$ cat config.mk
export PLATFORM = sky130hd
export DESIGN_NAME = sdc_cmd_timer
export DESIGN_NICKNAME = d
export VERILOG_FILES = /design/src/rtl/sdc_pkg.sv /design/src/rtl/sdc_bank_ctl.sv /design/src/rtl/sdc_dev_ctl.sv /design/src/rtl/sdc_pin_drv.sv /design/src/rtl/sdc_cmd_timer.sv
export SDC_FILE = /design/constraint.sdc
export NUM_CORES = 1
export LEC_CHECK = 0
export BUFFER_PORTS_ARGS = -buffer_cell sky130_fd_sc_hd__buf_2
export CORE_MARGIN = 2
export CORE_UTILIZATION = 30
export CTS_BUF_LIST = sky130_fd_sc_hd__clkbuf_8
export CTS_CLUSTER_DIAMETER = 80
export DETAILED_ROUTE_END_ITERATION = 8
export HOLD_SLACK_MARGIN = 0.08
export SETUP_SLACK_MARGIN = 0.4
export SLEW_MARGIN = 25
export SYNTH_ARGS = -nofsm -noshare
export SYNTH_HDL_FRONTEND = slang
export SYNTH_SLANG_ARGS = --single-unit
$ cat constraint.sdc
create_clock -name clk -period 3.9 [get_ports clk]
set_input_delay 0.195 -clock clk [delete_from_list [all_inputs] [get_ports clk]]
set_output_delay 0.195 -clock clk [all_outputs]
set_load 0.005 [all_outputs]
$ cat src/rtl/sdc_pkg.sv
package sdc_pkg;

  typedef enum logic [2:0] {
    OP_MRS  = 3'd0,
    OP_ACT  = 3'd1,
    OP_RD   = 3'd2,
    OP_WR   = 3'd3,
    OP_PRE  = 3'd4,
    OP_PREA = 3'd5,
    OP_REF  = 3'd6,
    OP_BST  = 3'd7
  } sdc_op_e;

  typedef struct packed {
    logic cs_n;
    logic ras_n;
    logic cas_n;
    logic we_n;
  } sdc_pins_t;

  localparam sdc_pins_t PINS_NOP = 4'b0111;

  // Round a time in picoseconds up to whole clocks, never below one.
  function automatic int ps_to_clk(input int t_ps, input int clk_ps);
    int c;
    c = (t_ps + clk_ps - 1) / clk_ps;
    return (c < 1) ? 1 : c;
  endfunction

  // A minimum gap of t edges is held by a counter loaded with t-1.
  function automatic int gap_load(input int t);
    return (t > 0) ? t - 1 : 0;
  endfunction

  // Edges from a column command to the internal close of its bank.
  function automatic int ap_wait(input bit is_write, input int bl, input int wr);
    return is_write ? (bl - 1 + wr) : bl;
  endfunction

  function automatic sdc_pins_t encode(input sdc_op_e op);
    case (op)
      OP_MRS:          return 4'b0000;
      OP_REF:          return 4'b0001;
      OP_ACT:          return 4'b0011;
      OP_RD:           return 4'b0101;
      OP_WR:           return 4'b0100;
      OP_PRE, OP_PREA: return 4'b0010;
      OP_BST:          return 4'b0110;
      default:         return PINS_NOP;
    endcase
  endfunction

endpackage

$ cat src/rtl/sdc_bank_ctl.sv
module sdc_bank_ctl #(
  parameter int RCD = 2,
  parameter int RAS = 5,
  parameter int RC  = 7,
  parameter int RP  = 2,
  parameter int BL  = 4,
  parameter int WR  = 2,
  parameter int CW  = 4
) (
  input  logic clk,
  input  logic rst_n,
  input  logic act_i,
  input  logic col_i,
  input  logic col_wr_i,
  input  logic col_ap_i,
  input  logic pre_i,
  output logic open_o,
  output logic closing_o,
  output logic act_ok_o,
  output logic col_ok_o,
  output logic pre_ok_o,
  output logic idle_o
);
  import sdc_pkg::*;

  localparam logic [CW-1:0] LD_RCD   = CW'(gap_load(RCD));
  localparam logic [CW-1:0] LD_RAS   = CW'(gap_load(RAS));
  localparam logic [CW-1:0] LD_RC    = CW'(gap_load(RC));
  localparam logic [CW-1:0] LD_RP    = CW'(gap_load(RP));
  localparam logic [CW-1:0] LD_WREC  = CW'(gap_load(BL - 1 + WR));
  localparam logic [CW-1:0] LD_AP_RD = CW'(gap_load(ap_wait(1'b0, BL, WR)));
  localparam logic [CW-1:0] LD_AP_WR = CW'(gap_load(ap_wait(1'b1, BL, WR)));

  logic          open_q, closing_q;
  logic [CW-1:0] rcd_q, ras_q, rc_q, rp_q, wr_q, ap_q;
  logic          ap_fire;

  function automatic logic [CW-1:0] step(input logic [CW-1:0] c);
    return (c != '0) ? c - 1'b1 : c;
  endfunction

  // Internal close of a self-closing bank: burst done and row time met.
  assign ap_fire = closing_q && (ap_q == '0) && (ras_q == '0);

  always_ff @(posedge clk or negedge rst_n) begin
    if (!rst_n) begin
      open_q    <= 1'b0;
      closing_q <= 1'b0;
      rcd_q     <= '0;
      ras_q     <= '0;
      rc_q      <= '0;
      rp_q      <= '0;
      wr_q      <= '0;
      ap_q      <= '0;
    end else begin
      rcd_q <= step(rcd_q);
      ras_q <= step(ras_q);
      rc_q  <= step(rc_q);
      rp_q  <= step(rp_q);
      wr_q  <= step(wr_q);
      ap_q  <= step(ap_q);
      if (act_i) begin
        open_q <= 1'b1;
        rcd_q  <= LD_RCD;
        ras_q  <= LD_RAS;
        rc_q   <= LD_RC;
      end
      if (col_i) begin
        if (col_wr_i) wr_q <= LD_WREC;
        if (col_ap_i) begin
          closing_q <= 1'b1;
          ap_q      <= col_wr_i ? LD_AP_WR : LD_AP_RD;
        end
      end
      if ((pre_i && open_q) || ap_fire) begin
        open_q    <= 1'b0;
        closing_q <= 1'b0;
        rp_q      <= LD_RP;
      end
    end
  end

  assign open_o    = open_q;
  assign closing_o = closing_q;
  assign act_ok_o  = !open_q && (rp_q == '0) && (rc_q == '0);
  assign col_ok_o  = open_q && !closing_q && (rcd_q == '0);
  assign pre_ok_o  = !open_q || (!closing_q && (ras_q == '0) && (wr_q == '0));
  assign idle_o    = !open_q && (rp_q == '0);

  AST_COL_AFTER_RCD: assert property (@(posedge clk) disable iff (!rst_n)
    col_i |-> (open_q && !closing_q && rcd_q == '0));
  AST_ACT_AFTER_RP_RC: assert property (@(posedge clk) disable iff (!rst_n)
    act_i |-> (!open_q && rp_q == '0 && rc_q == '0));
  AST_PRE_AFTER_RAS_WR: assert property (@(posedge clk) disable iff (!rst_n)
    (pre_i && open_q) |-> (ras_q == '0 && wr_q == '0));
  AST_AP_CLOSES_BANK: assert property (@(posedge clk) disable iff (!rst_n)
    (closing_q && ap_q == '0 && ras_q == '0) |=> (!open_q && rp_q == LD_RP));

endmodule

$ cat src/rtl/sdc_dev_ctl.sv
module sdc_dev_ctl #(
  parameter int RRD = 2,
  parameter int MRD = 2,
  parameter int RFC = 7,
  parameter int BL  = 4,
  parameter int CW  = 4
) (
  input  logic clk,
  input  logic rst_n,
  input  logic issue_i,
  input  logic act_i,
  input  logic col_i,
  input  logic col_ap_i,
  input  logic mrs_i,
  input  logic ref_i,
  output logic rrd_ok_o,
  output logic col_free_o,
  output logic quiet_ok_o
);
  import sdc_pkg::*;

  localparam logic [CW-1:0] LD_RRD = CW'(gap_load(RRD));
  localparam logic [CW-1:0] LD_MRD = CW'(gap_load(MRD));
  localparam logic [CW-1:0] LD_RFC = CW'(gap_load(RFC));
  localparam logic [CW-1:0] LD_APB = CW'(gap_load(BL));

  logic [CW-1:0] rrd_q, quiet_q, apb_q;

  always_ff @(posedge clk or negedge rst_n) begin
    if (!rst_n) begin
      rrd_q   <= '0;
      quiet_q <= '0;
      apb_q   <= '0;
    end else begin
      rrd_q   <= (rrd_q   != '0) ? rrd_q   - 1'b1 : rrd_q;
      quiet_q <= (quiet_q != '0) ? quiet_q - 1'b1 : quiet_q;
      apb_q   <= (apb_q   != '0) ? apb_q   - 1'b1 : apb_q;
      if (act_i)             rrd_q   <= LD_RRD;
      if (mrs_i)             quiet_q <= LD_MRD;
      if (ref_i)             quiet_q <= LD_RFC;
      if (col_i && col_ap_i) apb_q   <= LD_APB;
    end
  end

  assign rrd_ok_o   = (rrd_q == '0);
  assign col_free_o = (apb_q == '0);
  assign quiet_ok_o = (quiet_q == '0);

  AST_RRD_SPACING: assert property (@(posedge clk) disable iff (!rst_n)
    act_i |-> (rrd_q == '0));
  AST_QUIET_SPACING: assert property (@(posedge clk) disable iff (!rst_n)
    issue_i |-> (quiet_q == '0));
  AST_AP_BURST_HOLD: assert property (@(posedge clk) disable iff (!rst_n)
    col_i |-> (apb_q == '0));

endmodule

$ cat src/rtl/sdc_pin_drv.sv
module sdc_pin_drv #(
  parameter int AW     = 13,
  parameter int COLW   = 10,
  parameter int AP_BIT = 10,
  parameter int BAW    = 2
) (
  input  logic              clk,
  input  logic              rst_n,
  input  logic              issue_i,
  input  sdc_pkg::sdc_op_e  op_i,
  input  logic [BAW-1:0]    bank_i,
  input  logic [AW-1:0]     addr_i,
  output sdc_pkg::sdc_pins_t pins_o,
  output logic [BAW-1:0]    ba_o,
  output logic [AW-1:0]     addr_o
);
  import sdc_pkg::*;

  logic [AW-1:0]  nxt_addr;
  logic [BAW-1:0] nxt_ba;

  always_comb begin
    nxt_addr = '0;
    nxt_ba   = '0;
    case (op_i)
      OP_ACT, OP_MRS: begin
        nxt_addr = addr_i;
        nxt_ba   = bank_i;
      end
      OP_RD, OP_WR: begin
        nxt_addr[COLW-1:0] = addr_i[COLW-1:0];
        nxt_addr[AP_BIT]   = addr_i[AP_BIT];
        nxt_ba             = bank_i;
      end
      OP_PRE:  nxt_ba = bank_i;
      OP_PREA: nxt_addr[AP_BIT] = 1'b1;
      default: ;
    endcase
  end

  always_ff @(posedge clk or negedge rst_n) begin
    if (!rst_n) begin
      pins_o <= PINS_NOP;
      ba_o   <= '0;
      addr_o <= '0;
    end else if (issue_i) begin
      pins_o <= encode(op_i);
      ba_o   <= nxt_ba;
      addr_o <= nxt_addr;
    end else begin
      pins_o <= PINS_NOP;
      ba_o   <= '0;
      addr_o <= '0;
    end
  end

  AST_IDLE_IS_NOP: assert property (@(posedge clk) disable iff (!rst_n)
    !issue_i |=> (pins_o == PINS_NOP));

endmodule

$ cat src/rtl/sdc_cmd_timer.sv
module sdc_cmd_timer #(
  parameter int CLK_PS    = 10000,
  parameter int T_RCD_PS  = 20000,
  parameter int T_RAS_PS  = 50000,
  parameter int T_RC_PS   = 70000,
  parameter int T_RP_PS   = 20000,
  parameter int T_RRD_PS  = 20000,
  parameter int WR_CK     = 2,
  parameter int MRD_CK    = 2,
  parameter int BURST_LEN = 4,
  parameter int NB        = 4,
  parameter int AW        = 13,
  parameter int COLW      = 10,
  parameter int AP_BIT    = 10
) (
  input  logic                  clk,
  input  logic                  rst_n,
  input  logic                  cmd_valid,
  input  logic [2:0]            cmd_op,
  input  logic [$clog2(NB)-1:0] cmd_bank,
  input  logic [AW-1:0]         cmd_addr,
  output logic                  cmd_ready,
  output logic                  cmd_reject,
  output logic                  sd_cs_n,
  output logic                  sd_ras_n,
  output logic                  sd_cas_n,
  output logic                  sd_we_n,
  output logic [$clog2(NB)-1:0] sd_ba,
  output logic [AW-1:0]         sd_addr
);
  import sdc_pkg::*;

  localparam int BAW   = $clog2(NB);
  localparam int RCD_C = ps_to_clk(T_RCD_PS, CLK_PS);
  localparam int RAS_C = ps_to_clk(T_RAS_PS, CLK_PS);
  localparam int RC_C  = ps_to_clk(T_RC_PS,  CLK_PS);
  localparam int RP_C  = ps_to_clk(T_RP_PS,  CLK_PS);
  localparam int RRD_C = ps_to_clk(T_RRD_PS, CLK_PS);
  localparam int CW    = $clog2(RC_C + RAS_C + BURST_LEN + WR_CK + MRD_CK + 1);

  sdc_op_e       op;
  logic [NB-1:0] is_open, closing, act_ok, col_ok, pre_ok, idle, live;
  logic [NB-1:0] bank_act, bank_col, bank_pre;
  logic          legal, tim_ok, issue;
  logic          rrd_ok, col_free, quiet_ok;
  logic          is_col;
  sdc_pins_t     pins;

  assign op     = sdc_op_e'(cmd_op);
  assign live   = is_open & ~closing;
  assign is_col = (op == OP_RD) || (op == OP_WR);

  always_comb begin
    case (op)
      OP_ACT:         legal = !live[cmd_bank];
      OP_RD, OP_WR:   legal = live[cmd_bank];
      OP_MRS, OP_REF: legal = (live == '0);
      default:        legal = 1'b1;
    endcase
  end

  always_comb begin
    case (op)
      OP_ACT:         tim_ok = act_ok[cmd_bank] && rrd_ok;
      OP_RD, OP_WR:   tim_ok = col_ok[cmd_bank] && col_free;
      OP_PRE:         tim_ok = pre_ok[cmd_bank];
      OP_PREA:        tim_ok = &pre_ok;
      OP_MRS, OP_REF: tim_ok = &idle;
      default:        tim_ok = 1'b1;
    endcase
    tim_ok = tim_ok && quiet_ok;
  end

  assign issue      = cmd_valid && legal && tim_ok;
  assign cmd_ready  = !legal || tim_ok;
  assign cmd_reject = cmd_valid && !legal;

  for (genvar b = 0; b < NB; b++) begin : g_bank
    assign bank_act[b] = issue && (op == OP_ACT) && (cmd_bank == BAW'(b));
    assign bank_col[b] = issue && is_col && (cmd_bank == BAW'(b));
    assign bank_pre[b] = issue && ((op == OP_PREA) ||
                                   ((op == OP_PRE) && (cmd_bank == BAW'(b))));
    sdc_bank_ctl #(
      .RCD(RCD_C), .RAS(RAS_C), .RC(RC_C), .RP(RP_C),
      .BL(BURST_LEN), .WR(WR_CK), .CW(CW)
    ) u_bank (
      .clk      (clk),
      .rst_n    (rst_n),
      .act_i    (bank_act[b]),
      .col_i    (bank_col[b]),
      .col_wr_i (op == OP_WR),
      .col_ap_i (cmd_addr[AP_BIT]),
      .pre_i    (bank_pre[b]),
      .open_o   (is_open[b]),
      .closing_o(closing[b]),
      .act_ok_o (act_ok[b]),
      .col_ok_o (col_ok[b]),
      .pre_ok_o (pre_ok[b]),
      .idle_o   (idle[b])
    );
  end

  sdc_dev_ctl #(
    .RRD(RRD_C), .MRD(MRD_CK), .RFC(RC_C), .BL(BURST_LEN), .CW(CW)
  ) u_dev (
    .clk       (clk),
    .rst_n     (rst_n),
    .issue_i   (issue),
    .act_i     (issue && op == OP_ACT),
    .col_i     (issue && is_col),
    .col_ap_i  (cmd_addr[AP_BIT]),
    .mrs_i     (issue && op == OP_MRS),
    .ref_i     (issue && op == OP_REF),
    .rrd_ok_o  (rrd_ok),
    .col_free_o(col_free),
    .quiet_ok_o(quiet_ok)
  );

  sdc_pin_drv #(
    .AW(AW), .COLW(COLW), .AP_BIT(AP_BIT), .BAW(BAW)
  ) u_pins (
    .clk    (clk),
    .rst_n  (rst_n),
    .issue_i(issue),
    .op_i   (op),
    .bank_i (cmd_bank),
    .addr_i (cmd_addr),
    .pins_o (pins),
    .ba_o   (sd_ba),
    .addr_o (sd_addr)
  );

  assign {sd_cs_n, sd_ras_n, sd_cas_n, sd_we_n} = pins;

  AST_STALL_DRIVES_NOP: assert property (@(posedge clk) disable iff (!rst_n)
    (cmd_valid && !cmd_ready) |=> ({sd_cs_n, sd_ras_n, sd_cas_n, sd_we_n} == 4'b0111));
  AST_REJECT_DRIVES_NOP: assert property (@(posedge clk) disable iff (!rst_n)
    cmd_reject |=> ({sd_cs_n, sd_ras_n, sd_cas_n, sd_we_n} == 4'b0111));
  AST_PREA_CLOSES_ALL: assert property (@(posedge clk) disable iff (!rst_n)
    (issue && op == OP_PREA) |=> (is_open == '0));
  AST_REFRESH_ALL_IDLE: assert property (@(posedge clk) disable iff (!rst_n)
    (issue && (op == OP_REF || op == OP_MRS)) |-> (is_open == '0));

endmodule

# After elaboration in Yosys (flattened, before gate mapping)
# Memories as Yosys holds them, arrays and structs flattened.
# Cells that the tools add are included.
# totals
register_bits,162
romBits,24
inputBits,21
out_inout_bits,21
word_cells,365
n_memories,1
# mem_list
name,depth,word_bits,read_ports,rd_clocked_by_memory_dff,wr,line_no,text
(name not given),8,3,1,0,0,sdc_pkg.sv:41,case (op)
# op_classes
addsub,27
magnitude_cmp,1
eq_ne,9
mux,98
bitwise_logic,2
reduce_logical,186
# ops
cell,count
$mux W5,63
$logic_not A5 Y1,27
$reduce_bool A5 Y1,27
$sub A5 B1 Y5 const B,27
$logic_and A1 B1 Y1,63
$reduce_bool A2 Y1,30
$mux W1,21
$logic_or A1 B1 Y1,14
$mux W13,1
$logic_not A1 Y1,10
$mux W10,1
$eq A3 B3 Y1 const B,3
$bmux W1 S2,4
$reduce_and A2 Y1,4
$reduce_and A4 Y1,2
$eq A3 B2 Y1 const B,2
$mux W2,3
$reduce_or A2 Y1,3
$pmux W1 S5,1
$reduce_or A5 Y1,1
$and A4 B4 Y4,1
$eq A2 B2 Y1 const B,2
$logic_not A4 Y1,1
$mux W4,1
other kinds (11),11

# Logic depth before layout (Yosys ltp)
# Gate-level depths: netlist (run 1).
# logic_depth
depth_word,14
mapped_depth,12
ltp_nobuf,9

# Modules after synthesis
# From an unflattened synthesis (run 1), not the netlist that was laid out.
# hier_totals
cells_unflattened,846
hier_area_um2,8648.3
# by_module_without_submodules
mod,n_inst,cells_per_inst,area_each_um2
sdc_bank_ctl,4,159,1642.8
sdc_dev_ctl,1,70,772.0
sdc_pin_drv,1,55,743.2
sdc_cmd_timer,1,85,561.8

# Worst setup path before layout (run 1)
# OpenSTA, ideal clock, no wires.
# synth_timing
path_type,register -> register
start,reg g_bank[2].u_bank.ras_q[0]
end,reg g_bank[2].u_bank.ap_q[0]
arrival_time_ns,2.625
t_required_ns,3.773
slack_ns,1.148
path_stages_with_launch,11
path_buffers,1
synth_period_minus_slack_ns,2.752
cell_sequence,dfrtp_1 > inv_1 > ha_1 > or4b_1 > o31ai_4 > o22ai_1 > nor3_4 > nor4_4 > or4_4 > buf_6 > a2bb2oi_1
# synth_via
elab_chain_cells,12
# synth_rtl
element,line_no,text
"start, declared",sdc_bank_ctl.sv:35,"logic [CW-1:0] rcd_q, ras_q, rc_q, rp_q, wr_q, ap_q;"
"start signal, assigned",sdc_bank_ctl.sv:57,ras_q <= step(ras_q);
$logic_not A5 Y1 *,sdc_bank_ctl.sv:87,assign pre_ok_o = !open_q || (!closing_q && (ras_q == '0) && (wr_q == '0));
$logic_and A1 B1 Y1 * (2 in a row),sdc_bank_ctl.sv:87,
$logic_or A1 B1 Y1 *,sdc_bank_ctl.sv:87,
$bmux W1 S2,sdc_cmd_timer.sv:66,OP_PRE: tim_ok = pre_ok[cmd_bank];
$mux W1 (implied by the code),sdc_cmd_timer.sv:66,
$pmux W1 S5 *,sdc_cmd_timer.sv:63,case (op)
$logic_and A1 B1 Y1 *,sdc_cmd_timer.sv:71,tim_ok = tim_ok && quiet_ok;
$logic_and A1 B1 Y1 *,sdc_cmd_timer.sv:74,assign issue = cmd_valid && legal && tim_ok;
$logic_and A1 B1 Y1 * (2 in a row),sdc_cmd_timer.sv:80,assign bank_col[b] = issue && is_col && (cmd_bank == BAW'(b));
$mux W5 *,sdc_bank_ctl.sv:68,if (col_i) begin
"end signal, assigned",sdc_bank_ctl.sv:61,ap_q <= step(ap_q);
"end signal, assigned",sdc_bank_ctl.sv:72,ap_q <= col_wr_i ? LD_AP_WR : LD_AP_RD;
"end, declared",sdc_bank_ctl.sv:35,
# Mark *: on every way between the ends. The rest lies on a longest branch, timed or not. The select of a mux whose other input is x is not followed.
# A chain may end at the register's enable or synchronous reset.

# Final worst setup path (run 1)
# layout_timing
start,reg g_bank[0].u_bank.ras_q[0]
end,out cmd_ready
# layout_via
elab_chain_cells,9
# layout_rtl
element,line_no,text
"start, declared",sdc_bank_ctl.sv:35,
"start signal, assigned",sdc_bank_ctl.sv:57,
$logic_not A5 Y1 *,sdc_bank_ctl.sv:87,
$logic_and A1 B1 Y1 * (2 in a row),sdc_bank_ctl.sv:87,
$logic_or A1 B1 Y1 *,sdc_bank_ctl.sv:87,
$bmux W1 S2,sdc_cmd_timer.sv:66,
$mux W1 (implied by the code),sdc_cmd_timer.sv:66,
$pmux W1 S5 *,sdc_cmd_timer.sv:63,
$logic_and A1 B1 Y1 *,sdc_cmd_timer.sv:71,
$logic_or A1 B1 Y1 *,sdc_cmd_timer.sv:75,assign cmd_ready = !legal || tim_ok;
"end, declared",sdc_cmd_timer.sv:22,"output logic cmd_ready,"
# Marked as above.

==> impl_metrics.yaml, run 1 <==
sta:
  setup_violations: 0
  finalClockSkew_ns: 0.0108
  worstMarginPinSlew_ns: 0.967
  hold_viol_final: 0
  fmax_mhz: 304
  max_slew_margin_pct: 34.6
  timing.final.crit_share_pct: 84.3
  min_period_ns: 3.29
  finalMaxSlewViolations: 0
  setup-tns-final_ns: 0
  grt_setup_unrepaired: "no"
setup_path:
  critPathKind: "reg -> out"
  r2r-start: "g_bank[0].u_bank.ras_q[0]"
  crit_start: "g_bank[0].u_bank.ras_q[0]"
  endpoint_kind: "primary output"
  start_kind: "register"
  r2r_setup_slack_ns: 0.70
  cp_data_required_time_ns: 3.70
  cp_slowest_cell: "or4b_1"
  reg2reg_to: "g_bank[2].u_bank.ap_q[1]"
  cp.arrival_ns: 3.09
  slowest_delay_ns: 0.52
  rr_worst_depth: 10
  cp_cell_sequence: "inv_1 > ha_1 > or4b_1 > o31ai_2 > o22ai_1 > nor3_4 > nor4_4 > buf_4 > o21ai_0 > buf_2"
  crit_path_max_fanout: 9
clock_network:
  numCtsBuffers: 17
  cts_root_buf: "clkbuf_8"
  h-tree-depth: 4
  cts_buffer_depth: 2
  clk_latency_ns: 0.46
  cts_tree: "done"
  cts.sinks: 161
  clk_pin_slew_ns: 0.09
logic_synthesis:
  syn_inst: 898
  ys_seq_elements: 161
  yosysSeqAreaShare_pct: 46.2
  ys_types: 70
  avgSynthCellArea_sq_um: 9.71
  yosysWarnings: 0
  synth_edf_count: 0
  ys.flop_type: "dfrtp_1"
  synth_area_sq_um: 8720
  synth_fp_nets: 972
  synthArstFlopShare_pct: 100
global_routing:
  grt_pass1_vias: 6505
  grt_usage_pct: 13.1
  grt_antenna_before_repair: 2
  grt_pass1_wl_um: 32200
  grt_max_degree: 87
  grt-ovfl-total: 0
floorplanning:
  dieWidth_um: 175
  die_y_um: 175
  fp.coreArea_sq_um: 28700
  initial_core_util_pct: 30.4
  dieArea_sq_um: 30500
  ios: 42
  num_rows: 62
final_layout:
  final_common_cell: "dfrtp_1"
  finalNonFillerCells: 1367
  syn_to_final_growth_pct: 16.0
  mostFrequentLayoutCells: "dfrtp_1, nor2_1, nand2_1, inv_1, a21oi_1"
  nets: 1043
  drive_gt1_share_pct: 14.5
route:
  wire_per_inst_um: 13.8
  drt_pass1_iterations: 4
  drt_iter0_drc: 475
  drc: 0
  ant_nets: 0
  viasPerCell: 4.77
  routed_wl_um: 18900
  num_vias: 6524
run:
  cap_violations: 0
min_path:
  min_path_cells: 2
  hp-class: "in -> reg"
  worstHoldStart: "cmd_bank[1]"
  min_to: "u_pins.ba_o[1]"
place:
  gp_congestion: 0.825
  io_buffers: 40
  place_hpwl_um: 13300
  dp.cells: 1317
status:
  status: "finished clean"
power:
  power_leakage_nw: 4.60
  power_density_nw_per_um2: 738
  ir_drop_uv: 212
final cells by class:
class	instances	area, sq um
Antenna cell	1	2.50
Clock inverter	13	184
Clock buffer	19	262
Tap cell	384	480
Sequential cell	161	4030
Timing Repair Buffer	80	559
Fill cell	2917	18600
Inverter	64	240
Multi-Input combinational cell	645	4360
state kept, by name, summed over array words and instances (netlist names), 5 cells and up:
name and cells:
g_bank.u_bank.rc_q 20, g_bank.u_bank.wr_q 20, g_bank.u_bank.ap_q 20, g_bank.u_bank.rp_q 20, g_bank.u_bank.rcd_q 20, u_dev.quiet_q 5, u_pins.addr_o 13, u_dev.rrd_q 5
u_dev.apb_q 5, g_bank.u_bank.ras_q 20
stage by stage:
stage,setup slack (ns),utilization (%),hold slack (ns),area [sq um],total power [W]
CTS,0.429,35.1,0.107,10100,0.00752
finish,0.610,35.2,0.158,10100,0.00747
global placement,0.700,33.0,0.320,9470,0.00598
global route,0.405,35.2,0.124,10100,0.00821
detailed placement,0.675,33.0,0.314,9470,0.00610
floorplan,1.15,-,-0.101,8720,0.00541
worst max-delay path: cells and delay by family (launching register included):
kind                     cells  cell delay (ns)
flip-flops                   1             0.40
AND/OR/NAND/NOR              3             0.78
AO/OA/AOI/OAI                3             0.80
adder cells (fa/ha/maj)      1             0.20
buffers and inverters        3             0.45
what timing repair did:
action	CTS	global route
endpoints found under the setup margin	1	2
buffers inserted	1	0
gates resized for setup	0	5
cloned	0	0
pin swaps	1	0
hold buffers	16	0
endpoints found under the hold margin	99	0
cell usage after synthesis (all sizes together), types with 20 or more instances:
library cell | instances | area (sq um)
nor3 | 44 | 236
ha | 53 | 663
nand2 | 81 | 304
xnor2 | 50 | 438
nor4 | 22 | 171
dfrtp | 158 | 3950
nor2 | 115 | 432
buf | 20 | 109
a21oi | 63 | 319
inv | 64 | 240
cell families (layout without fill, tap and decap cells):
| family | after synthesis | in the layout | share of synthesized area, % |
|---|---|---|---|
| fa+ha+maj | 53 | 53 | 7.60 |
| simple gates | 377 | 377 | 22.9 |
| flops | 161 | 161 | 46.2 |
| compound gates | 145 | 145 | 11.7 |
| other cells | 1 | 2 | 0.0430 |
| xor+xnor | 65 | 65 | 6.53 |
| buf+inv | 92 | 176 | 4.36 |
| mux | 4 | 4 | 0.631 |
power breakdown:
group          internal (W)  total, W  switching (W)
Sequential          0.00242   0.00307       0.000651
Combinational       0.00149   0.00302        0.00153
Clock              0.000733   0.00137       0.000642
how the worst max path moves through the flow:
stage / to / cells past startpoint
finish: cmd_ready / 10
global route: cmd_ready / 10
CTS: cmd_ready / 10
detailed placement: g_bank[0].u_bank.rp_q[1] / 10
global placement: g_bank[2].u_bank.ap_q[4] / 9
floorplan: g_bank[2].u_bank.ap_q[0] / 10
per-layer routing:
metal	GRT usage, %	vias to the layer above	routed length (um)
met1	17.8	3172	9350
met5	0	-	13
met2	20.5	96	8440
li1	-	3231	-
met3	2.93	23	791
met4	4.38	2	277
(Power assumes the default switching activity.)
==> run 2, diff against run 1 <==
- clock period: 3.9 -> 3.25 ns (I/O delays scaled with it)
==> impl_metrics.yaml, run 2 (synthesis results as in run 1) <==
status:
  status: "finished clean"
setup_path:
  critPathKind: "reg -> reg"
  slowest_delay_ns: 0.50
  cp_cell_sequence: "inv_2 > ha_4 > or4b_4 > o31ai_4 > o22ai_2 > nor3_4 > nor4_4 > buf_6 > buf_4 > nor4_4 > buf_4 > nor3_1"
  crit_path_max_fanout: 11
  cp_data_required_time_ns: 3.60
  cp.arrival_ns: 3.23
  cp_slowest_cell: "or4b_4"
  endpoint_kind: "register"
  start_kind: "register"
route:
  ant_nets: 0
  routed_wl_um: 20700
  drt_iter0_drc: 318
  drt_pass1_iterations: 5
  viasPerCell: 4.80
  wire_per_inst_um: 14.4
  drc: 0
  num_vias: 6906
power:
  power_leakage_nw: 4.97
  switchingPower_w: 0.00364
  pwr-share-clk_pct: 15.5
  seqPwrFrac_pct: 39.7
  power_density_nw_per_um2: 858
  p_sw_share_pct: 38.8
  comb_power_share_pct: 44.9
  power.internal_w: 0.00574
  total_power_w: 0.00939
  ir_drop_uv: 253
floorplanning:
  ios: 42
  num_rows: 62
  die_y_um: 175
  fp.coreArea_sq_um: 28700
  dieWidth_um: 175
  initial_core_util_pct: 30.4
  dieArea_sq_um: 30500
final_layout:
  mostFrequentLayoutCells: "dfrtp_1, nor2_1, buf_4, nand2_1, a21oi_1"
  multi_input_area_sq_um: 4700
  regArea_sq_um: 4030
  drive_gt1_share_pct: 25.1
  nets: 1114
  fillerInstances: 2853
  syn_to_final_growth_pct: 25.4
  final_common_cell: "dfrtp_1"
  finalNonFillerCells: 1438
min_path:
  hp-class: "in -> reg"
sta:
  finalClockSkew_ns: 0.0154
  grt_setup_unrepaired: "yes"
  max_slew_margin_pct: 43.5
  finalMaxSlewViolations: 0
  min_period_ns: 2.89
  hold_viol_final: 0
  worstMarginPinSlew_ns: 0.835
  timing.final.crit_share_pct: 88.8
  fmax_mhz: 346
  setup-tns-final_ns: 0
  fin_hold_ws_ns: 0.188
  setup_violations: 0
clock_network:
  clk_pin_slew_ns: 0.09
  cts_tree: "done"
  cts_root_buf: "clkbuf_8"
  cts.sinks: 161
  clk_latency_ns: 0.47
  h-tree-depth: 4
  numCtsBuffers: 17
  cts_buffer_depth: 2
place:
  dp.cells: 1348
  gp_congestion: 0.838
  io_buffers: 40
  place_hpwl_um: 14000
global_routing:
  grt-ovfl-total: 0
  grt_usage_pct: 13.7
  grt_pass1_vias: 6999
  grt_max_degree: 72
  grt_antenna_before_repair: 2
  grt_pass1_wl_um: 34100
run:
  cap_violations: 0
run 2: changes by cell type in the layout (fill, tap and decap cells not counted), moves of 3 or more:
cell       change
buf_4         +65
buf_6          +4
bufinv_16      -3
ha_1           -9
ha_2           +4
ha_4           +5
inv_1         -15
inv_2         +14
nor4_1         -3
nor4_4         +4
o31ai_2        -4
o31ai_4        +5
or4b_1        -10
or4b_4        +10
run 2: cell type report:
type                            instances  area share [%]
Sequential cell                       161            36.9
Tap cell                              384            4.39
Multi-Input combinational cell        646            42.9
Timing Repair Buffer                  150            10.1
Inverter                               64            2.20
Clock inverter                         12           0.984
Antenna cell                            1          0.0229
Clock buffer                           20            2.52
run 2: final timing paths:
| kind | end | from | slack [ns] | cells after the start |
|---|---|---|---|---|
| worst max-delay path | g_bank[2].u_bank.rcd_q[2] | g_bank[3].u_bank.wr_q[0] | 0.36 | 12 |
| worst min-delay path | u_pins.pins_o[1] | cmd_op[0] | 0.19 | 4 |
| worst max register to register | g_bank[2].u_bank.rcd_q[2] | g_bank[3].u_bank.wr_q[0] | 0.36 | 12 |
| worst min register to register | u_dev.quiet_q[0] | u_dev.quiet_q[0] | 0.50 | 1 |
| max in group asynchronous | g_bank[2].u_bank.rcd_q[3] | rst_n | 2.17 | 3 |
| min in group asynchronous | g_bank[0].u_bank.rcd_q[2] | rst_n | 0.27 | 2 |
run 2: critical path, delay by kind of cell, from the launching register on:
| kind | cells | cell delay, ns |
|---|---|---|
| adders and majority gates | 1 | 0.13 |
| buffers and inverters | 4 | 0.64 |
| DFF | 1 | 0.41 |
| and+or+nand+nor | 5 | 1.18 |
| AOI/OAI and AO/OA | 2 | 0.40 |
run 2: timing repair:
action                                  CTS  global route
gates resized for setup                  43            44
cloned                                    1             3
hold buffers                             16             0
endpoints found under the hold margin    83             0
pin swaps                                14            17
buffers inserted                         22            15
endpoints found under the setup margin  100           107
run 2: through the flow:
stage	worst slack (ns)	instance area (sq um)	util (%)
after floorplan	0.498	8720	-
after global placement	0.189	9710	33.8
after detailed placement	0.105	9710	33.8
after CTS	0.285	10600	36.9
after global routing	0.228	10900	38.1
final	0.363	10900	38.1
run 2: layer usage:
layer	up-vias	wire (um)	share of wire (%)	track usage, %
met4	2	322	1.6	3.68
met1	3380	9650	47	18.2
li1	3385	-	-	-
met3	29	885	4.3	2.93
met2	110	9830	47	22.8
met5	-	7	0.034	0
run 2: power by group through the flow:
stage | clock [W] | sequential [W] | combinational, W
after floorplan | 0 | 0.00352 | 0.00297
after global placement | 0 | 0.00368 | 0.00355
after detailed placement | 0 | 0.00370 | 0.00368
after CTS | 0.00150 | 0.00368 | 0.00398
after global routing | 0.00158 | 0.00385 | 0.00484
final | 0.00145 | 0.00372 | 0.00421
==> run 3, diff against run 2 <==
- clock period: 3.25 -> 3.1 ns (I/O delays scaled with it)
==> impl_metrics.yaml, run 3 (synthesis results as in run 1) <==
status:
  status: "finished clean"
final_layout:
  finalNonFillerCells: 1454
  fillerInstances: 2723
  multi_input_area_sq_um: 5030
  drive_gt1_share_pct: 32.3
  syn_to_final_growth_pct: 31.9
  postLayoutCoreUtil_pct: 40.1
  mostFrequentLayoutCells: "dfrtp_1, nor2_1, buf_4, nand2_1, xnor2_1"
  regArea_sq_um: 4040
  fin_area_sq_um: 11500
  final_common_cell: "dfrtp_1"
  nets: 1131
run:
  cap_violations: 0
clock_network:
  cts_tree: "done"
  cts.sinks: 161
  clk_latency_ns: 0.47
  numCtsBuffers: 17
  h-tree-depth: 4
  cts_buffer_depth: 2
  cts_root_buf: "clkbuf_8"
  clk_pin_slew_ns: 0.09
floorplanning:
  ios: 42
  initial_core_util_pct: 30.4
  die_y_um: 175
  num_rows: 62
  fp.coreArea_sq_um: 28700
  dieWidth_um: 175
  dieArea_sq_um: 30500
setup_path:
  cp_data_required_time_ns: 3.46
  rr_worst_depth: 10
  crit_path_max_fanout: 6
  endpoint_kind: "register"
  reg2reg_to: "g_bank[3].u_bank.ap_q[1]"
  start_kind: "register"
  r2r-start: "g_bank[1].u_bank.rp_q[0]"
  r2r_setup_slack_ns: 0.19
  critPathKind: "reg -> reg"
  cp.arrival_ns: 3.26
global_routing:
  grt_max_degree: 83
  grt_antenna_before_repair: 2
  grt_pass1_wl_um: 33900
  grt-ovfl-total: 0
  grt_usage_pct: 13.8
  grtUsageMet2_pct: 22.3
  grtUsageMet3_pct: 2.69
  gr-max-usage-layer: "met2"
  grt_pass1_vias: 6736
  use_met1_pct: 18.6
power:
  total_power_w: 0.0102
  pwr-share-clk_pct: 15.2
  power_leakage_nw: 5.12
  power_density_nw_per_um2: 889
  ir_drop_uv: 288
  seqPwrFrac_pct: 38.1
  comb_power_share_pct: 46.7
  switchingPower_w: 0.00393
  power.internal_w: 0.00630
  p_sw_share_pct: 38.4
min_path:
  worstHoldStart: "cmd_op[0]"
  min_path_cells: 4
  hp-class: "in -> reg"
  min_to: "u_pins.pins_o[1]"
place:
  dp.cells: 1347
  io_buffers: 40
  gp_congestion: 0.840
  place_hpwl_um: 13600
  dpl-instance-area_sq_um: 9740
route:
  drt_pass1_iterations: 5
  wire_per_inst_um: 14.5
  ant_nets: 0
  routed_wl_um: 21100
  num_vias: 7038
  drt_iter0_drc: 401
  viasPerCell: 4.84
  drc: 0
sta:
  grt_setup_unrepaired: "yes"
  finalMaxSlewViolations: 0
  timing.final.crit_share_pct: 93.7
  finalClockSkew_ns: 0.0161
  hold_viol_final: 0
  max_slew_margin_pct: 45.8
  worstMarginPinSlew_ns: 0.802
  fmax_mhz: 344
  setup-tns-final_ns: 0
  setup_violations: 0
  min_period_ns: 2.91
==> run 3: changes by cell type in the layout (fill, tap and decap cells not counted), moves of 5 or more <==
cell	before	now
nor2_1	114	98
a21oi_1	61	47
a21oi_2	2	16
buf_6	5	17
nor2_2	0	11
dfrtp_1	158	151
dfrtp_2	0	7
a2bb2oi_1	8	3
a2bb2oi_2	0	5
nor2_4	1	6
==> run 3: per-layer routing <==
| metal | routed length (um) | part of all wire (%) | vias to the layer above |
|---|---|---|---|
| li1 | - | - | 3416 |
| met1 | 9720 | 46 | 3440 |
| met4 | 324 | 1.5 | 2 |
| met5 | 13 | 0.062 | - |
| met3 | 833 | 4.0 | 30 |
| met2 | 10200 | 48 | 150 |
==> run 3: worst max-delay path: stages, from the launching register on <==
cell	delay, ns
dfrtp_1	0.42
inv_2	0.10
ha_4	0.14
or4b_4	0.49
nor4b_4	0.32
a31oi_2	0.08
a21oi_2	0.23
nor4_4	0.09
buf_4	0.15
or4_4	0.59
a2bb2oi_2	0.19
==> run 3: timing repair <==
| action | 4_1_cts | 5_1_grt |
|---|---|---|
| pin swaps | 25 | 53 |
| hold endpoints to repair | 70 | 0 |
| cloned | 6 | 2 |
| setup endpoints to repair | 158 | 160 |
| hold buffers | 18 | 0 |
| buffers inserted | 18 | 31 |
| gates resized for setup | 66 | 122 |
==> run 3: final cells by class <==
class	instances	share of cell area [%]
diodes	1	0.0218
clock buffers	19	2.27
clock inverters	12	1.16
inverters	64	2.09
multi-input cells	646	43.8
flip-flops and latches	161	35.1
well taps	384	4.18
repair buffers	167	11.4
==> run 3: power by group through the flow <==
stage	sequential, W	clock, W	combinational (W)
6_report	0.00390	0.00156	0.00477
5_1_grt	0.00403	0.00172	0.00540
4_1_cts	0.00387	0.00162	0.00417
3_5_place_dp	0.00388	0	0.00385
3_3_place_gp	0.00387	0	0.00374
2_1_floorplan	0.00370	0	0.00312
==> run 3: worst max-delay path by stage <==
stage                                   from                  endpoint  cells after the start
floorplan           g_bank[2].u_bank.rp_q[0]  g_bank[2].u_bank.ap_q[0]                     11
global placement    g_bank[3].u_bank.wr_q[0]  g_bank[3].u_bank.ap_q[1]                      9
detailed placement  g_bank[3].u_bank.wr_q[0]  g_bank[2].u_bank.ap_q[1]                      9
CTS                 g_bank[2].u_bank.wr_q[0]                 cmd_ready                     10
global route        g_bank[1].u_bank.rp_q[0]                 cmd_ready                     10
finish              g_bank[1].u_bank.rp_q[0]  g_bank[3].u_bank.ap_q[1]                     10
==> run 3: metrics by stage <==
step           setup WS, ns  hold WS [ns]
6_report              0.194         0.169
5_1_grt              0.0892         0.165
4_1_cts               0.191         0.133
3_5_place_dp          0.144         0.146
3_3_place_gp          0.230         0.150
2_1_floorplan         0.367        -0.141
